## src/rtl/lnk_pwr_pkg.sv

```systemverilog
package lnk_pwr_pkg;

  typedef enum logic [1:0] {
    ST_IDLE   = 2'd0,
    ST_WAKE   = 2'd1,
    ST_READY  = 2'd2,
    ST_ACTIVE = 2'd3
  } lnk_state_e;

  // Cycles covering a duration, rounded up, at least one.
  function automatic int ns_to_cyc(longint hz, longint ns);
    longint c;
    c = ((hz / 1000) * ns + 999_999) / 1_000_000;
    if (c < 1) c = 1;
    return int'(c);
  endfunction

endpackage

```

## src/rtl/lnk_sync.sv

```systemverilog
module lnk_sync #(
  parameter int W = 1,
  parameter logic [W-1:0] RST_VAL = '0
) (
  input  logic         clk,
  input  logic         rst,
  input  logic [W-1:0] d,
  output logic [W-1:0] q
);

  for (genvar i = 0; i < W; i++) begin : g_bit
    logic s1, s2;
    always_ff @(posedge clk) begin
      if (rst) begin
        s1 <= RST_VAL[i];
        s2 <= RST_VAL[i];
      end else begin
        s1 <= d[i];
        s2 <= s1;
      end
    end
    assign q[i] = s2;
  end

endmodule

```

## src/rtl/lnk_tmr.sv

```systemverilog
module lnk_tmr #(
  parameter int LIMIT = 16
) (
  input  logic clk,
  input  logic rst,
  input  logic clr,
  input  logic en,
  output logic done
);

  localparam int W = (LIMIT < 2) ? 1 : $clog2(LIMIT);
  localparam logic [W-1:0] LAST = W'(LIMIT - 1);

  logic [W-1:0] cnt;

  always_ff @(posedge clk) begin
    if (rst || clr) begin
      cnt <= '0;
    end else if (en && cnt != LAST) begin
      cnt <= cnt + 1'b1;
    end
  end

  assign done = en && !clr && (cnt == LAST);

endmodule

```

## src/rtl/lnk_pwr_ctl.sv

```systemverilog
module lnk_pwr_ctl
  import lnk_pwr_pkg::*;
#(
  parameter longint CLK_HZ   = 250_000_000,
  parameter longint IDLE_NS  = 5_700_000,
  parameter longint READY_NS = 8_000,
  parameter longint FILT_NS  = 240
) (
  input  logic       clk,
  input  logic       rst,
  input  logic       mode_master_i,
  input  logic       force_awake_i,
  input  logic       cs_n_i,
  input  logic       line_act_i,
  input  logic       tx_busy_i,
  input  logic       sdo_i,
  input  logic       cpol_i,
  input  logic       rx_cs_n_i,
  input  logic       rx_mosi_i,
  input  logic       rx_sck_i,
  output logic       bias_en_o,
  output logic       wake_req_o,
  output logic       wake_pol_o,
  output logic       tx_gate_o,
  output logic       spi_cs_n_o,
  output logic       spi_mosi_o,
  output logic       spi_sck_o,
  output logic [1:0] state_o
);

  localparam int IDLE_CYC  = ns_to_cyc(CLK_HZ, IDLE_NS);
  localparam int READY_CYC = ns_to_cyc(CLK_HZ, READY_NS);
  localparam int FILT_CYC  = ns_to_cyc(CLK_HZ, FILT_NS);

  // Synchronized asynchronous inputs
  logic cs_s, en_s, act_s, cs_d;

  lnk_sync #(.W(3), .RST_VAL(3'b100)) u_sync (
    .clk (clk),
    .rst (rst),
    .d   ({cs_n_i, force_awake_i, line_act_i}),
    .q   ({cs_s, en_s, act_s})
  );

  always_ff @(posedge clk) begin
    if (rst) cs_d <= 1'b1;
    else     cs_d <= cs_s;
  end

  logic cs_fall, cs_rise, cs_edge;
  assign cs_fall = cs_d && !cs_s;
  assign cs_rise = !cs_d && cs_s;
  assign cs_edge = cs_fall || cs_rise;

  lnk_state_e st, nxt;
  logic awake;
  assign awake = (st == ST_READY) || (st == ST_ACTIVE);

  // Activity noise filter: consecutive high cycles
  logic filt_ok;
  lnk_tmr #(.LIMIT(FILT_CYC)) u_filt (
    .clk  (clk),
    .rst  (rst),
    .clr  (!act_s),
    .en   (act_s),
    .done (filt_ok)
  );

  // Bias settling delay
  logic rdy_done;
  lnk_tmr #(.LIMIT(READY_CYC)) u_rdy (
    .clk  (clk),
    .rst  (rst),
    .clr  (st != ST_WAKE),
    .en   (st == ST_WAKE),
    .done (rdy_done)
  );

  // Inactivity timeout
  logic restart, idle_done, hold;
  assign restart = act_s || tx_busy_i || cs_edge || en_s;
  assign hold    = en_s || (mode_master_i && !cs_s);

  lnk_tmr #(.LIMIT(IDLE_CYC)) u_idle (
    .clk  (clk),
    .rst  (rst),
    .clr  (!awake || restart),
    .en   (awake),
    .done (idle_done)
  );

  logic wake_trig, busy;
  assign wake_trig = en_s || (mode_master_i ? cs_fall : filt_ok);
  assign busy      = tx_busy_i || act_s;

  always_comb begin
    nxt = st;
    unique case (st)
      ST_IDLE: if (wake_trig) nxt = ST_WAKE;
      ST_WAKE: if (rdy_done)  nxt = busy ? ST_ACTIVE : ST_READY;
      default: begin
        if (idle_done && !hold) nxt = ST_IDLE;
        else                    nxt = busy ? ST_ACTIVE : ST_READY;
      end
    endcase
  end

  logic pend_pos, park;
  assign park = !mode_master_i && (st == ST_IDLE);

  always_ff @(posedge clk) begin
    if (rst) begin
      st         <= ST_IDLE;
      bias_en_o  <= 1'b0;
      wake_req_o <= 1'b0;
      wake_pol_o <= 1'b0;
      pend_pos   <= 1'b0;
      tx_gate_o  <= 1'b0;
      spi_cs_n_o <= 1'b1;
      spi_mosi_o <= 1'b1;
      spi_sck_o  <= cpol_i;
    end else begin
      st         <= nxt;
      bias_en_o  <= (nxt != ST_IDLE);
      wake_req_o <= 1'b0;
      if (mode_master_i && st == ST_WAKE && rdy_done) begin
        wake_req_o <= 1'b1;
        wake_pol_o <= cs_s;
        pend_pos   <= !cs_s;
      end else if (mode_master_i && pend_pos && awake && cs_rise) begin
        wake_req_o <= 1'b1;
        wake_pol_o <= 1'b1;
        pend_pos   <= 1'b0;
      end else if (nxt == ST_IDLE) begin
        pend_pos   <= 1'b0;
      end
      tx_gate_o  <= (nxt == ST_READY || nxt == ST_ACTIVE) &&
                    (mode_master_i || !sdo_i);
      spi_cs_n_o <= park ? 1'b1   : rx_cs_n_i;
      spi_mosi_o <= park ? 1'b1   : rx_mosi_i;
      spi_sck_o  <= park ? cpol_i : rx_sck_i;
    end
  end

  assign state_o = st;

  AST_PULSE_NEEDS_BIAS: assert property (@(posedge clk) disable iff (rst)
    wake_req_o |-> bias_en_o);
  AST_PULSE_MASTER_ONLY: assert property (@(posedge clk) disable iff (rst)
    wake_req_o |-> $past(mode_master_i));
  AST_EN_KEEPS_AWAKE: assert property (@(posedge clk) disable iff (rst)
    (en_s && st != ST_IDLE) |=> (st != ST_IDLE));
  AST_CS_LOW_KEEPS_AWAKE: assert property (@(posedge clk) disable iff (rst)
    (mode_master_i && !cs_s && awake) |=> (st != ST_IDLE));
  AST_WAKE_NOT_BACK_TO_IDLE: assert property (@(posedge clk) disable iff (rst)
    (st == ST_WAKE) |=> (st != ST_IDLE));
  AST_SLAVE_PARKED: assert property (@(posedge clk) disable iff (rst)
    (!$past(mode_master_i) && $past(st) == ST_IDLE) |-> (spi_cs_n_o && spi_mosi_o));
  AST_GATE_BLOCKED_BY_SDO: assert property (@(posedge clk) disable iff (rst)
    (!$past(mode_master_i) && $past(sdo_i)) |-> !tx_gate_o);
  AST_IDLE_AFTER_TIMEOUT: assert property (@(posedge clk) disable iff (rst)
    ($past(awake) && st == ST_IDLE) |-> $past(idle_done));

endmodule

```

## config.mk

```make
export PLATFORM = sky130hd
export DESIGN_NAME = lnk_pwr_ctl
export DESIGN_NICKNAME = d
export VERILOG_FILES = /design/src/rtl/lnk_pwr_pkg.sv /design/src/rtl/lnk_sync.sv /design/src/rtl/lnk_tmr.sv /design/src/rtl/lnk_pwr_ctl.sv
export SDC_FILE = /design/constraint.sdc
export NUM_CORES = 1
export LEC_CHECK = 0
export BUFFER_PORTS_ARGS = -buffer_cell sky130_fd_sc_hd__buf_2
export CAP_MARGIN = 10
export CORE_AREA = 8 8 88 90
export CTS_BUF_LIST = sky130_fd_sc_hd__clkbuf_8
export DETAILED_ROUTE_END_ITERATION = 16
export DIE_AREA = 0 0 96 98
export HOLD_SLACK_MARGIN = 0.12
export PLACE_DENSITY_LB_ADDON = 0.1
export SLEW_MARGIN = 25
export SYNTH_ARGS = -nofsm -noshare
export SYNTH_HDL_FRONTEND = slang
export SYNTH_HIERARCHICAL = 1
export SYNTH_SLANG_ARGS = --single-unit
```

## constraint.sdc

```tcl
create_clock -name clk -period 2.3 [get_ports clk]
set_input_delay 0.46 -clock clk [delete_from_list [all_inputs] [get_ports clk]]
set_output_delay 0.46 -clock clk [all_outputs]
set_load 0.01 [all_outputs]
```

; Yosys cells after proc, flatten, opt, wreduce, memory -nomap -nowiden
; Index checks and enable logic that the tools add are counted.
[classes]
addsub = 3
n_eq_ne = 12
n_mux = 15
n_reduce_logical = 47
[op_table]
columns = operator, n
row1 = adder 21 x 1 -> 21 bit (second input constant), 1
row2 = equality test 21 bit (second input constant), 1
row3 = inequality test 21 bit (second input constant), 1
row4 = logical AND 1 bit, 19
row5 = logical OR 1 bit, 13
row6 = adder 11 x 1 -> 11 bit (second input constant), 1
row7 = equality test 11 bit (second input constant), 1
row8 = 2-to-1 mux 1 bit, 11
row9 = inequality test 11 bit (second input constant), 1
row10 = zero test 1 bit, 9
row11 = equality test 2 bit (second input constant), 4
row12 = adder 6 x 1 -> 6 bit (second input constant), 1
row13 = equality test 6 bit (second input constant), 1
row14 = 2-to-1 mux 2 bit, 3
row15 = inequality test 6 bit (second input constant), 1
row16 = zero test 2 bit, 2
row17 = case mux 2 bit (2 select lines), 1
row18 = nonzero test 2 bit, 2
row19 = nonzero test 3 bit, 1
row20 = equality test 2 x 1 -> 1 bit (second input constant), 1
row21 = inequality test 2 x 1 -> 1 bit (second input constant), 1
row22 = OR reduction 2 bit, 1
[word_totals]
ff_bits = 55
inputBits = 12
output_inout_bits = 9
wordCells = 96

; Longest topological paths before layout
; Gate-level depths: netlist of the first run.
[depth]
depth_word = 16
depth_mapped = 8
ltp_nobuf = 7

; Cells and area by module
; Netlist of the first run, hierarchy kept.
[modules_own_cells]
columns = module, n_inst, cells_per_inst, area_per_inst_um2, seq_area_each_um2
row1 = lnk_tmr (u_idle), 1, 129, 1118.6, 420.4
row2 = lnk_tmr (u_rdy), 1, 75, 653.1, 220.2
row3 = lnk_pwr_ctl, 1, 55, 536.8, 220.2
row4 = lnk_tmr (u_filt), 1, 32, 291.5, 120.1
row5 = lnk_sync, 1, 15, 180.2, 120.1

; Worst setup path before layout of the first run
; OpenSTA, ideal clock, no wires.
[synth_path]
kind = register -> register
startpoint = register u_idle.cnt[7]
endpoint = register pend_pos
t_arrival_ns = 2.139
required_ns = 2.166
setup_slack_ns = 0.027
stages_incl_launch_ff = 8
path_buffers = 1
period_less_slack_ns = 2.273
path_cell_list = dfxtp_1 or4_1 or4_1 buf_6 nor4_1 nand2b_1 o32ai_2 o32ai_2
[synth_between]
elab_chain_cells = 7
[synth_rtl]
columns = item, line
row1 = from (decl), lnk_tmr.sv:14  ; logic [W-1:0] cnt;
row2 = from (signal assigned), lnk_tmr.sv:20  ; cnt <= cnt + 1'b1;
row3 = equality test 21 bit, lnk_tmr.sv:24  ; assign done = en && !clr && (cnt == LAST);
row4 = logical AND 1 bit, lnk_tmr.sv:24
row5 = named net idle_done, lnk_pwr_ctl.sv:80  ; logic restart, idle_done, hold;
row6 = logical AND 1 bit, lnk_pwr_ctl.sv:102  ; if (idle_done && !hold) nxt = ST_IDLE;
row7 = 2-to-1 mux 2 bit, lnk_pwr_ctl.sv:102
row8 = case mux 2 bit (2 select lines), lnk_pwr_ctl.sv:98  ; unique case (st)
row9 = zero test 2 bit, lnk_pwr_ctl.sv:134  ; end else if (nxt == ST_IDLE) begin
row10 = nonzero test 3 bit (no line), n/a
row11 = to (signal assigned), lnk_pwr_ctl.sv:129  ; pend_pos <= !cs_s;
row12 = to (decl), lnk_pwr_ctl.sv:108  ; logic pend_pos, park;
; The timed path passes the listed nets, and every way through them passes these cells.
; A chain may end at the register's enable or synchronous reset.

; Final worst setup path of the first run
[layout_path]
startpoint = register u_idle.cnt[17]
endpoint = register pend_pos
; Same word-level chain as after synthesis.

==> reports/qor.txt, run 1 <==
ROUTE
---------------------------------------------------------------------------------
Post-route antenna net violation count .............................            0
Routed metal-1 wirelength ..........................................      2730 µm
Total routed wirelength ............................................      5560 µm
Per-cell via count in the routed design ............................         5.32
Average detailed-routed wire length per instance ...................      13.3 µm
Via count ..........................................................        2,218
Number of DRC markers in iteration 0 ...............................           34
Post-route DRC .....................................................            0
Top metal layer carrying routed signals ............................         met4
Routed met3 length .................................................       185 µm
Met2 Wirelength ....................................................      2600 µm
Number of optimization iterations in the first detailed-route pass .            4

STA
---------------------------------------------------------------------------------
Final-report max-slew violation count ..............................            0
Worst relative slew slack ..........................................        64.5%
Worst hold slack ...................................................     0.324 ns
Final number of hold-violating endpoints ...........................            0
Achievable clock frequency .........................................      450 MHz
Final worst path period share ......................................        96.6%
Minimum period implied by the final worst setup slack ..............      2.22 ns
Skew final .........................................................   0.00566 ns
Min setup slack post-route .........................................    0.0792 ns
Final number of setup-violating endpoints ..........................            0
Unrepaired setup endpoints after global routing ....................         true
Least-Margin Pin Slew ..............................................     0.529 ns

PWR
---------------------------------------------------------------------------------
Power density over cell area .......................................   565 nW/µm²
Leakage dissipation ................................................      1.08 nW
Switching power share of the total .................................        20.1%
Net load switching power ...........................................     0.361 mW
Peak VDD IR ........................................................       304 µV
Clock power share ..................................................        41.8%
Combinational group share of total power ...........................         4.0%
Fraction of power consumed by sequential logic .....................        54.2%
Internal cell power ................................................      1.43 mW

CLOCK TREE
---------------------------------------------------------------------------------
Hold-fix buffers at CTS ............................................            0
Clock latency on the worst-skew pair ...............................      0.30 ns
CTS tree ...........................................................        built
Number of buffers created by CTS ...................................            5
Maximum level of the CTS H-tree ....................................            2
Bufs on Longest Clock Path .........................................            2
Clock transition at the registers of the reported paths ............      0.10 ns
Sinks on Clock Net .................................................           55
Cell at the root of the clock tree ................................. sky130_fd_sc_hd__clkbuf_8

FLOW RUN
---------------------------------------------------------------------------------
Number of violations of the max-capacitance limit ..................            0

GLOBAL ROUTE
---------------------------------------------------------------------------------
Number of antenna violations at the first check in global routing ..            0
Overflow left after global routing .................................            0
Maximum number of pins on one net before global-route repair .......           21
Wire length of the first global-routing pass .......................      9650 µm
Global routing usage summed across all routing layers ..............        12.6%
Number of global-route vias before repair ..........................        2,069

CRITICAL PATH
---------------------------------------------------------------------------------
Crit path required time ............................................      2.49 ns
Crit-path slowest cell ............................................. sky130_fd_sc_hd__or4_4
Worst Path Arrival .................................................      2.41 ns
Critical path start-end classification .............................      reg2reg
Worst r2r dst ......................................................     pend_pos
Cell occurring most often along the worst timing path .............. sky130_fd_sc_hd__o32ai_2
R2r worst-path depth ...............................................            6
Max incr delay on CP ...............................................      0.54 ns
Cells along the critical path ...................................... or4b_4 -> or4_4 -> nor4_2 -> nand2b_1 -> o32ai_2 -> o32ai_2
Internal reg-to-reg setup slack ....................................      0.08 ns
CP max FO ..........................................................            4
Startpoint Class ...................................................     register
Worst reg2reg startpoint ........................................... u_idle/cnt[17]
Critical Path Sink Type ............................................     register

YOSYS
---------------------------------------------------------------------------------
Post-synthesis instance total ......................................          306
EDFF count, synth ..................................................            0
Register area share after synthesis ................................        39.6%
Number of nets produced by synthesis ...............................          323
Count of state elements after synthesis ............................           55
Primary flip-flop cell chosen by synthesis mapping ................. sky130_fd_sc_hd__dfxtp_1
Post-synthesis area per instance ...................................     9.09 µm²
Async S/R FF share, synth ..........................................           0%
Synth Cell Area ....................................................     2780 µm²
YS warnings ........................................................            6
Number of library cell types mapped by synthesis ...................           67

DIE
---------------------------------------------------------------------------------
Initial core utilization ...........................................        42.8%
Vertical extent of the die .........................................        98 µm
Number of top-level design ports ...................................           21
Core ar. ...........................................................     6490 µm²
Die area ...........................................................     9410 µm²
Die outline width ..................................................        96 µm
Standard-cell row count ............................................           30

WORST HOLD PATH
---------------------------------------------------------------------------------
Worst-case hold path end point ..................................... u_sync/g_bit[2].s1
Start point of the worst min-delay path ............................       cs_n_i
Number of instances on the worst hold path .........................            2
Class of the most critical hold timing path ........................       in2reg

CELLS AND AREA
---------------------------------------------------------------------------------
Final-stage net count ..............................................          353
Antenna diode instance count .......................................            0
Filler instances ...................................................          621
Proportion of layout cells with a drive suffix above 1 .............        26.1%
Area Overhead vs Synth .............................................        14.0%

STATUS
---------------------------------------------------------------------------------
Outcome ............................................................ finished, final reports clean

PLACE
---------------------------------------------------------------------------------
RePlAce Congestion .................................................        0.756
Port Buf Inserts ...................................................           20
Worst-case setup slack after placement .............................   -0.0122 ns
Placed wire-length estimate after detailed placement ...............      4090 µm

## worst max-delay path, delay by kind of cell (launching register included)
family	cells	cell delay (ns)
simple gates	4	1.36
compound gates	2	0.42
flops	1	0.34
## through the flow
step | utilization (%) | total power [mW] | TNS (ns) | cells | instance area (µm²)
floorplan | - | 1.04 | 0 | 306 | 2780
finish | 48.8 | 1.79 | 0 | 417 | 3170
global route | 48.8 | 1.87 | -0.0109 | 417 | 3170
global placement | 46.2 | 1.07 | 0 | 408 | 3000
CTS | 48.6 | 1.83 | 0 | 417 | 3150
detailed placement | 46.2 | 1.07 | -0.0122 | 408 | 3000
## layer usage
layer / global-route usage, % / vias up
met5: 0 / -
met4: 3.91 / 0
met3: 2.69 / 4
met2: 19.2 / 18
met1: 16.9 / 1019
li1: - / 1177
## power groups by stage
| stage | registers, mW | logic, mW | clock network (mW) |
|---|---|---|---|
| after global placement | 0.993 | 0.0731 | 0 |
| after detailed placement | 0.993 | 0.0734 | 0 |
| after CTS | 0.971 | 0.0736 | 0.783 |
| after global routing | 0.973 | 0.0811 | 0.820 |
| after floorplan | 0.993 | 0.0467 | 0 |
| final | 0.971 | 0.0722 | 0.749 |
## cells in the mapped netlist (all sizes together), types with 8 or more instances
cell type,count,area share [%]
dfxtp,55,40
nand2,23,3.1
a21oi,22,4.9
or3,17,4.1
nor2,16,2.2
o21ai,16,3.6
nand3,15,3.2
inv,12,1.6
nand4,11,3.2
xor2,9,2.8
nor3,8,1.6
or4,8,2.2
## logic make-up (layout without fill, tap and decap cells)
| family | after synthesis | in the layout | share of synthesized area [%] |
|---|---|---|---|
| and+or+nand+nor | 138 | 138 | 30.0 |
| AOI/OAI and AO/OA | 67 | 67 | 17.6 |
| DFF | 55 | 55 | 39.6 |
| buffers and inverters | 26 | 57 | 5.22 |
| xor gates and xnor gates | 10 | 10 | 3.15 |
| adders and majority gates | 5 | 5 | 2.25 |
| muxes | 5 | 5 | 2.16 |
## layout make-up
cell class	instances	area (µm²)	share of cell area, %
well taps	80	100	3.16
flip-flops and latches	55	1100	34.8
clock buffers	5	68.8	2.17
inverters	12	45.0	1.42
repair buffers	37	235	7.42
multi-input cells	225	1550	48.9
clock inverters	3	67.6	2.13
## layout by cell type (no fill, tap or decap), types with 4 or more instances in the layout
cell	count
sky130_fd_sc_hd__dfxtp_1	54
sky130_fd_sc_hd__nand2_1	23
sky130_fd_sc_hd__buf_2	20
sky130_fd_sc_hd__nor2_1	16
sky130_fd_sc_hd__a21oi_1	15
sky130_fd_sc_hd__buf_4	15
sky130_fd_sc_hd__nand3_1	14
sky130_fd_sc_hd__inv_1	11
sky130_fd_sc_hd__or3_1	11
sky130_fd_sc_hd__nand4_1	9
sky130_fd_sc_hd__xor2_1	9
sky130_fd_sc_hd__a21oi_2	7
sky130_fd_sc_hd__nor3_1	7
sky130_fd_sc_hd__or4_1	7
sky130_fd_sc_hd__o21ai_2	6
sky130_fd_sc_hd__or3_2	6
sky130_fd_sc_hd__nand2b_1	5
sky130_fd_sc_hd__o21ai_1	5
sky130_fd_sc_hd__nor2b_1	5
sky130_fd_sc_hd__ha_1	5
sky130_fd_sc_hd__clkbuf_8	5
sky130_fd_sc_hd__o21ai_0	5
sky130_fd_sc_hd__o31ai_1	5
sky130_fd_sc_hd__o21a_1	4
sky130_fd_sc_hd__and3_1	4
sky130_fd_sc_hd__o211ai_1	4
## worst max-delay path by stage
stage / startpoint / to / slack [ns] / depth (start not counted)
floorplan: u_idle/cnt[7] / pend_pos / 0.03 / 7
global placement: u_idle/cnt[17] / pend_pos / 0.07 / 6
detailed placement: u_idle/cnt[17] / pend_pos / -0.01 / 6
CTS: u_idle/cnt[17] / pend_pos / 0.0001 / 6
global route: u_idle/cnt[17] / pend_pos / -0.009 / 6
finish: u_idle/cnt[17] / pend_pos / 0.08 / 6
## flip-flops by register name, indices dropped and copies added, names as in the netlist
register,cells
u_idle/cnt,21
bias_en_o,1
tx_gate_o,1
u_sync/g_bit.s2,3
spi_mosi_o,1
spi_sck_o,1
spi_cs_n_o,1
state_o,2
cs_d,1
wake_req_o,1
u_filt/cnt,6
u_sync/g_bit.s1,3
pend_pos,1
u_rdy/cnt,11
wake_pol_o,1
## timing repair
| item | 4_1_cts | 5_1_grt |
|---|---|---|
| buffers inserted | 1 | 0 |
| pin swaps | 1 | 1 |
| gates resized for setup | 2 | 5 |
| setup endpoints to repair | 1 | 10 |
Power figures use the tool's default switching activity.
==> run 2: changes to the inputs <==
Settings changed: RECOVER_POWER from default to 50.
==> run 2 against run 1 <==
Non-clock buffer count did not move. Global-route usage did not move. Design area fell by 0.79%. Flip-flop and latch count did not move. Utilization fell by 0.39 points.
==> reports/qor.txt, run 2 (same netlist as run 1, synthesis figures left out) <==
CELLS AND AREA
---------------------------------------------------------------------------------
Final-stage net count ..............................................          353   unchanged
Antenna diode instance count .......................................            0   unchanged
Biggest regs ....................................................... u_idle/cnt: 21 flops, u_rdy/cnt: 11 flops, u_filt/cnt: 6 flops   unchanged
Filler instances ...................................................          631   was 621
Proportion of layout cells with a drive suffix above 1 .............        22.6%   was 26.1%
Register with the highest flop count ...............................   u_idle/cnt   unchanged
Top library cells by usage in the layout, fill and taps aside ...... sky130_fd_sc_hd__dfxtp_1 (54), sky130_fd_sc_hd__nand2_1 (23), sky130_fd_sc_hd__nor2_1 (16)   was sky130_fd_sc_hd__dfxtp_1 (54), sky130_fd_sc_hd__nand2_1 (23), sky130_fd_sc_hd__buf_2 (20)
Final cell count without fillers ...................................          417   unchanged
Share of the core filled with cells in the final layout ............        48.4%   was 48.8%
Most common library cell in the layout ignoring fill and taps ...... sky130_fd_sc_hd__dfxtp_1   unchanged
Area Overhead vs Synth .............................................        13.1%   was 14.0%
Flip-flop count of the largest register after layout ...............           21   unchanged
Layout Cell Area excl Fill .........................................     3150 µm²   was 3170 µm²

GLOBAL ROUTE
---------------------------------------------------------------------------------
Number of antenna violations at the first check in global routing ..            0   unchanged
Wire length of the first global-routing pass .......................      9650 µm   unchanged
Global routing usage summed across all routing layers ..............        12.6%   unchanged
Overflow left after global routing .................................            0   unchanged
Maximum number of pins on one net before global-route repair .......           21   unchanged
Number of global-route vias before repair ..........................        2,069   unchanged

CRITICAL PATH
---------------------------------------------------------------------------------
Buffers plus inverters on the worst setup path .....................            0   unchanged
Critical path start-end classification .............................      reg2reg   unchanged
Startpoint Class ...................................................     register   unchanged
Cell occurring most often along the worst timing path .............. sky130_fd_sc_hd__o32ai_2   unchanged
Worst path top cell family by delay ................................ simple AND/OR/NAND/NOR gates   unchanged
Cells along the critical path ...................................... or4b_4 -> or4_4 -> nor4_2 -> nand2b_1 -> o32ai_2 -> o32ai_2   unchanged
Critical Path Sink Type ............................................     register   unchanged
Crit-path slowest cell ............................................. sky130_fd_sc_hd__or4_4   unchanged
Worst Path Arrival .................................................      2.41 ns   about the same
CP max FO ..........................................................            4   unchanged
Max incr delay on CP ...............................................      0.54 ns   about the same
Crit path required time ............................................      2.49 ns   about the same

STATUS
---------------------------------------------------------------------------------
Outcome ............................................................ finished, final reports clean   unchanged

PLACE
---------------------------------------------------------------------------------
Port Buf Inserts ...................................................           20   unchanged
Cell area reported after detailed placement ........................     3000 µm²   unchanged
RePlAce Congestion .................................................        0.756   unchanged
Placed Cells incl. Taps ............................................          408   unchanged
Placed wire-length estimate after detailed placement ...............      4090 µm   unchanged

STA
---------------------------------------------------------------------------------
Achievable clock frequency .........................................      450 MHz   about the same
Final-report max-slew violation count ..............................            0   unchanged
Final number of hold-violating endpoints ...........................            0   unchanged
Skew final .........................................................   0.00604 ns   was 0.00566 ns
Minimum period implied by the final worst setup slack ..............      2.22 ns   about the same
Least-Margin Pin Slew ..............................................     0.529 ns   about the same
Worst relative slew slack ..........................................        64.4%   was 64.5%
TNS Setup ..........................................................         0 ns   unchanged
Unrepaired setup endpoints after global routing ....................         true   unchanged
Final worst path period share ......................................        96.6%   about the same
Final number of setup-violating endpoints ..........................            0   unchanged

CLOCK TREE
---------------------------------------------------------------------------------
Number of buffers created by CTS ...................................            5   unchanged
Maximum level of the CTS H-tree ....................................            2   unchanged
Clock transition at the registers of the reported paths ............      0.10 ns   about the same
Clock latency on the worst-skew pair ...............................      0.30 ns   about the same
Sinks on Clock Net .................................................           55   unchanged
Cell at the root of the clock tree ................................. sky130_fd_sc_hd__clkbuf_8   unchanged
CTS tree ...........................................................        built   unchanged
Bufs on Longest Clock Path .........................................            2   unchanged

DIE
---------------------------------------------------------------------------------
Initial core utilization ...........................................        42.8%   unchanged
Standard-cell row count ............................................           30   unchanged
Number of top-level design ports ...................................           21   unchanged
Vertical extent of the die .........................................        98 µm   unchanged
Die area ...........................................................     9410 µm²   unchanged
Core ar. ...........................................................     6490 µm²   unchanged
Die outline width ..................................................        96 µm   unchanged

ROUTE
---------------------------------------------------------------------------------
Post-route DRC .....................................................            0   unchanged
Per-cell via count in the routed design ............................         5.35   was 5.32
Number of optimization iterations in the first detailed-route pass .            4   unchanged
Total routed wirelength ............................................      5570 µm   was 5560 µm
Number of DRC markers in iteration 0 ...............................           51   was 34
Average detailed-routed wire length per instance ...................      13.4 µm   was 13.3 µm
Via count ..........................................................        2,231   was 2,218
Post-route antenna net violation count .............................            0   unchanged

PWR
---------------------------------------------------------------------------------
Fraction of power consumed by sequential logic .....................        54.4%   was 54.2%
Internal cell power ................................................      1.43 mW   about the same
Clock power share ..................................................        41.9%   was 41.8%
Leakage dissipation ................................................      1.03 nW   was 1.08 nW
PnR Total Power ....................................................      1.79 mW   about the same
Net load switching power ...........................................     0.359 mW   was 0.361 mW
Switching power share of the total .................................        20.1%   about the same
Peak VDD IR ........................................................       304 µV   about the same
Combinational group share of total power ...........................         3.8%   was 4.0%
Power density over cell area .......................................   568 nW/µm²   was 565 nW/µm²

WORST HOLD PATH
---------------------------------------------------------------------------------
Class of the most critical hold timing path ........................       in2reg   unchanged

FLOW RUN
---------------------------------------------------------------------------------
Number of violations of the max-capacitance limit ..................            0   unchanged

[run 2: cell count changes in the layout (fill, tap and decap cells not counted)]
cell | previous run | this run
sky130_fd_sc_hd__nand4_2 | 1 | 0
sky130_fd_sc_hd__clkbuf_1 | 0 | 10
sky130_fd_sc_hd__mux2_1 | 0 | 1
sky130_fd_sc_hd__buf_2 | 20 | 11
sky130_fd_sc_hd__a21boi_1 | 1 | 0
sky130_fd_sc_hd__a21boi_0 | 1 | 2
sky130_fd_sc_hd__nand4_1 | 9 | 10
sky130_fd_sc_hd__mux2_4 | 2 | 1
sky130_fd_sc_hd__buf_4 | 15 | 14
[run 2: per-layer routing]
metal	track usage [%]	up-vias	wire, µm
met1	16.9	1028	2730
met2	19.2	22	2600
met3	2.69	4	201
met4	3.91	0	38
li1	-	1177	-
met5	0	-	0
[run 2: power by group through the flow]
stage | Clock (mW) | Combinational (mW) | Sequential [mW]
after floorplan | 0 | 0.0467 | 0.993
after detailed placement | 0 | 0.0734 | 0.993
after CTS | 0.783 | 0.0736 | 0.971
final | 0.748 | 0.0673 | 0.971
after global routing | 0.820 | 0.0763 | 0.973
after global placement | 0 | 0.0731 | 0.993
[run 2: final cells by class]
type,count,area [µm²],share of cell area (%)
flip-flops and latches,55,1100,35.0
well taps,80,100,3.18
clock buffers,5,68.8,2.19
inverters,12,45.0,1.43
clock inverters,3,67.6,2.15
repair buffers,37,220,7.00
multi-input cells,225,1540,49.0
[run 2: worst register-to-register path, cell delays in order, from the launching register on]
cell and delay, ns:
sky130_fd_sc_hd__dfxtp_2 0.34, sky130_fd_sc_hd__or4b_4 0.53, sky130_fd_sc_hd__or4_4 0.54, sky130_fd_sc_hd__nor4_2 0.17, sky130_fd_sc_hd__nand2b_1 0.12, sky130_fd_sc_hd__o32ai_2 0.28, sky130_fd_sc_hd__o32ai_2 0.14
[run 2: metrics by stage]
stage | hold WS, ns | setup WS (ns)
4_1_cts | 0.311 | 0.000143
3_5_place_dp | 0.392 | -0.0122
3_3_place_gp | 0.387 | 0.0717
5_1_grt | 0.315 | -0.00933
2_1_floorplan | 0.383 | 0.0268
6_report | 0.325 | 0.0790
[run 2: path summary, 6_finish.rpt]
check | endpoint | slack [ns] | start | cells past startpoint
max | pend_pos | 0.08 | u_idle/cnt[17] | 6
min | u_sync/g_bit[2].s1 | 0.33 | cs_n_i | 2
max reg2reg | pend_pos | 0.08 | u_idle/cnt[17] | 6
min reg2reg | u_sync/g_bit[2].s2 | 0.41 | u_sync/g_bit[2].s1 | 1
[run 2: what timing repair did]
action | in CTS | in global routing
hold buffers | 0 | 0
buffers inserted | 1 | 0
pin swaps | 1 | 1
gates resized for setup | 2 | 5
endpoints found under the setup margin | 1 | 10
==> run 3: changes to the inputs <==
Settings changed: REMOVE_ABC_BUFFERS from default to 1.
==> run 3 against run 2 <==
First-iteration DRC count grew 84%. Sequential share of layout area increased by 0.38 points. Clock-buffer cell count unchanged. Die area did not move. Clock skew grew 0.0019 ns. Worst setup slack worse by 0.019 ns. Sequential power hardly changed. Maximum frequency down 0.87%. Routed wire length rose by 3.6%. Via count increased by 1.8%. Critical path type unchanged. Critical endpoint is now u_idle/cnt[3]. Highest routed layer unchanged.
==> reports/qor.txt, run 3 (same netlist as run 1, synthesis figures left out) <==
STATUS
---------------------------------------------------------------------------------
Outcome ............................................................ finished, final reports clean   unchanged

CELLS AND AREA
---------------------------------------------------------------------------------
Final-stage net count ..............................................          352   was 353
Top library cells by usage in the layout, fill and taps aside ...... sky130_fd_sc_hd__dfxtp_1 (54), sky130_fd_sc_hd__nand2_1 (23), sky130_fd_sc_hd__nor2_1 (16)   unchanged
Flip-flop count of the largest register after layout ...............           21   unchanged
Register with the highest flop count ...............................   u_idle/cnt   unchanged
Share of the core filled with cells in the final layout ............        47.9%   was 48.4%
Area Overhead vs Synth .............................................        11.9%   was 13.1%
Biggest regs ....................................................... u_idle/cnt: 21 flops, u_rdy/cnt: 11 flops, u_filt/cnt: 6 flops   unchanged
Proportion of layout cells with a drive suffix above 1 .............        22.6%   about the same
Most common library cell in the layout ignoring fill and taps ...... sky130_fd_sc_hd__dfxtp_1   unchanged
Layout Cell Area excl Fill .........................................     3110 µm²   was 3150 µm²
Antenna diode instance count .......................................            0   unchanged

CRITICAL PATH
---------------------------------------------------------------------------------
Max incr delay on CP ...............................................      0.57 ns   was 0.54 ns
Critical path start-end classification .............................      reg2reg   unchanged
CP max FO ..........................................................           13   was 4
Cells along the critical path ...................................... or4b_4 -> or4_4 -> buf_4 -> o211ai_4 -> buf_12 -> xor2_1 -> nor2_1   was or4b_4 -> or4_4 -> nor4_2 -> nand2b_1 -> o32ai_2 -> o32ai_2
Startpoint Class ...................................................     register   unchanged
Crit path required time ............................................      2.49 ns   about the same
Buffers plus inverters on the worst setup path .....................            2   was 0
Worst Path Arrival .................................................      2.43 ns   was 2.41 ns
Critical Path Sink Type ............................................     register   unchanged
Crit-path slowest cell ............................................. sky130_fd_sc_hd__or4_4   unchanged
Worst path top cell family by delay ................................ simple AND/OR/NAND/NOR gates   unchanged

PLACE
---------------------------------------------------------------------------------
RePlAce Congestion .................................................        0.812   was 0.756
Cell area reported after detailed placement ........................     3010 µm²   was 3000 µm²
Port Buf Inserts ...................................................           20   unchanged
Placed wire-length estimate after detailed placement ...............      4250 µm   was 4090 µm

STA
---------------------------------------------------------------------------------
TNS Setup ..........................................................         0 ns   unchanged
Minimum period implied by the final worst setup slack ..............      2.24 ns   was 2.22 ns
Unrepaired setup endpoints after global routing ....................         true   unchanged
Final number of hold-violating endpoints ...........................            0   unchanged
Least-Margin Pin Slew ..............................................     0.634 ns   was 0.529 ns
Final worst path period share ......................................        97.4%   was 96.6%
Final number of setup-violating endpoints ..........................            0   unchanged
Worst relative slew slack ..........................................        57.7%   was 64.4%
Achievable clock frequency .........................................      446 MHz   was 450 MHz
Skew final .........................................................   0.00796 ns   was 0.00604 ns
Final-report max-slew violation count ..............................            0   unchanged

FLOW RUN
---------------------------------------------------------------------------------
Number of violations of the max-capacitance limit ..................            0   unchanged

DIE
---------------------------------------------------------------------------------
Die outline width ..................................................        96 µm   unchanged
Initial core utilization ...........................................        42.8%   unchanged
Die area ...........................................................     9410 µm²   unchanged
Standard-cell row count ............................................           30   unchanged
Core ar. ...........................................................     6490 µm²   unchanged
Number of top-level design ports ...................................           21   unchanged
Vertical extent of the die .........................................        98 µm   unchanged

ROUTE
---------------------------------------------------------------------------------
Average detailed-routed wire length per instance ...................      13.9 µm   was 13.4 µm
Via count ..........................................................        2,271   was 2,231
Total routed wirelength ............................................      5770 µm   was 5570 µm
Post-route DRC .....................................................            0   unchanged
Number of optimization iterations in the first detailed-route pass .            4   unchanged
Per-cell via count in the routed design ............................         5.46   was 5.35
Number of DRC markers in iteration 0 ...............................           94   was 51
Post-route antenna net violation count .............................            0   unchanged

GLOBAL ROUTE
---------------------------------------------------------------------------------
Number of global-route vias before repair ..........................        2,157   was 2,069
Wire length of the first global-routing pass .......................      9970 µm   was 9650 µm
Number of antenna violations at the first check in global routing ..            0   unchanged
Overflow left after global routing .................................            0   unchanged
Maximum number of pins on one net before global-route repair .......           20   was 21
Global routing usage summed across all routing layers ..............        12.7%   was 12.6%

PWR
---------------------------------------------------------------------------------
Peak VDD IR ........................................................       266 µV   was 304 µV
PnR Total Power ....................................................      1.59 mW   was 1.79 mW
Power density over cell area .......................................   512 nW/µm²   was 568 nW/µm²
Leakage dissipation ................................................      1.05 nW   was 1.03 nW

WORST HOLD PATH
---------------------------------------------------------------------------------
Class of the most critical hold timing path ........................       in2reg   unchanged

CLOCK TREE
---------------------------------------------------------------------------------
Bufs on Longest Clock Path .........................................            2   unchanged
Cell at the root of the clock tree ................................. sky130_fd_sc_hd__clkbuf_8   unchanged
Sinks on Clock Net .................................................           55   unchanged
Clock latency on the worst-skew pair ...............................      0.31 ns   was 0.30 ns
Maximum level of the CTS H-tree ....................................            2   unchanged
CTS tree ...........................................................        built   unchanged
Number of buffers created by CTS ...................................            5   unchanged
Hold-fix buffers at CTS ............................................            0   unchanged
Clock transition at the registers of the reported paths ............      0.11 ns   was 0.10 ns

-- run 3: changes by cell type in the layout (fill, tap and decap cells not counted), sizes merged --
| cell | delta |
|---|---|
| bufinv | -2 |
| inv | +2 |
| clkbuf | -1 |
| clkinv | +1 |
| clkinvlp | -1 |
-- run 3: layout make-up --
cell class / count / area (µm²)
clock buffer: 5 / 68.8
clock inverter: 3 / 22.5
fill: 649 / 3380
inverter: 12 / 45.0
multi-input combinational: 225 / 1550
sequential: 55 / 1100
tap: 80 / 100
timing repair buffer: 36 / 221
-- run 3: where the power goes --
group / internal, mW / switching (mW)
clock network: 0.221 / 0.330
registers: 0.964 / 0.00653
logic: 0.0321 / 0.0407
total: 1.22 / 0.377
-- run 3: metrics by stage --
step / std cells / hold WS (ns) / worst slack (ns)
after floorplan: 292 / 0.383 / -0.00120
final: 416 / 0.326 / 0.0595
after global routing: 416 / 0.306 / -0.0410
after detailed placement: 407 / 0.408 / 0.0648
after CTS: 415 / 0.315 / 0.0445
after global placement: 407 / 0.409 / 0.0828
-- run 3: path summary, 6_finish.rpt --
path / start / to / slack, ns / cells after the start
setup / recovery: u_idle/cnt[17] / u_idle/cnt[3] / 0.06 / 7
hold / removal: rx_cs_n_i / spi_cs_n_o / 0.33 / 2
setup reg to reg: u_idle/cnt[17] / u_idle/cnt[3] / 0.06 / 7
hold reg to reg: u_sync/g_bit[2].s1 / u_sync/g_bit[2].s2 / 0.42 / 1
-- run 3: layer usage --
layer  global-route usage [%]  up-vias  part of all wire [%]
met5                        0        -                     0
met4                     2.13        0                  0.29
met3                     2.99        2                   3.5
met2                     20.4       22                    45
met1                     16.8     1073                    51
li1                         -     1174                     -
-- run 3: what timing repair did --
action,CTS,global route
setup buffers,0,1
setup endpoints to repair,0,10
gates resized for setup,0,5
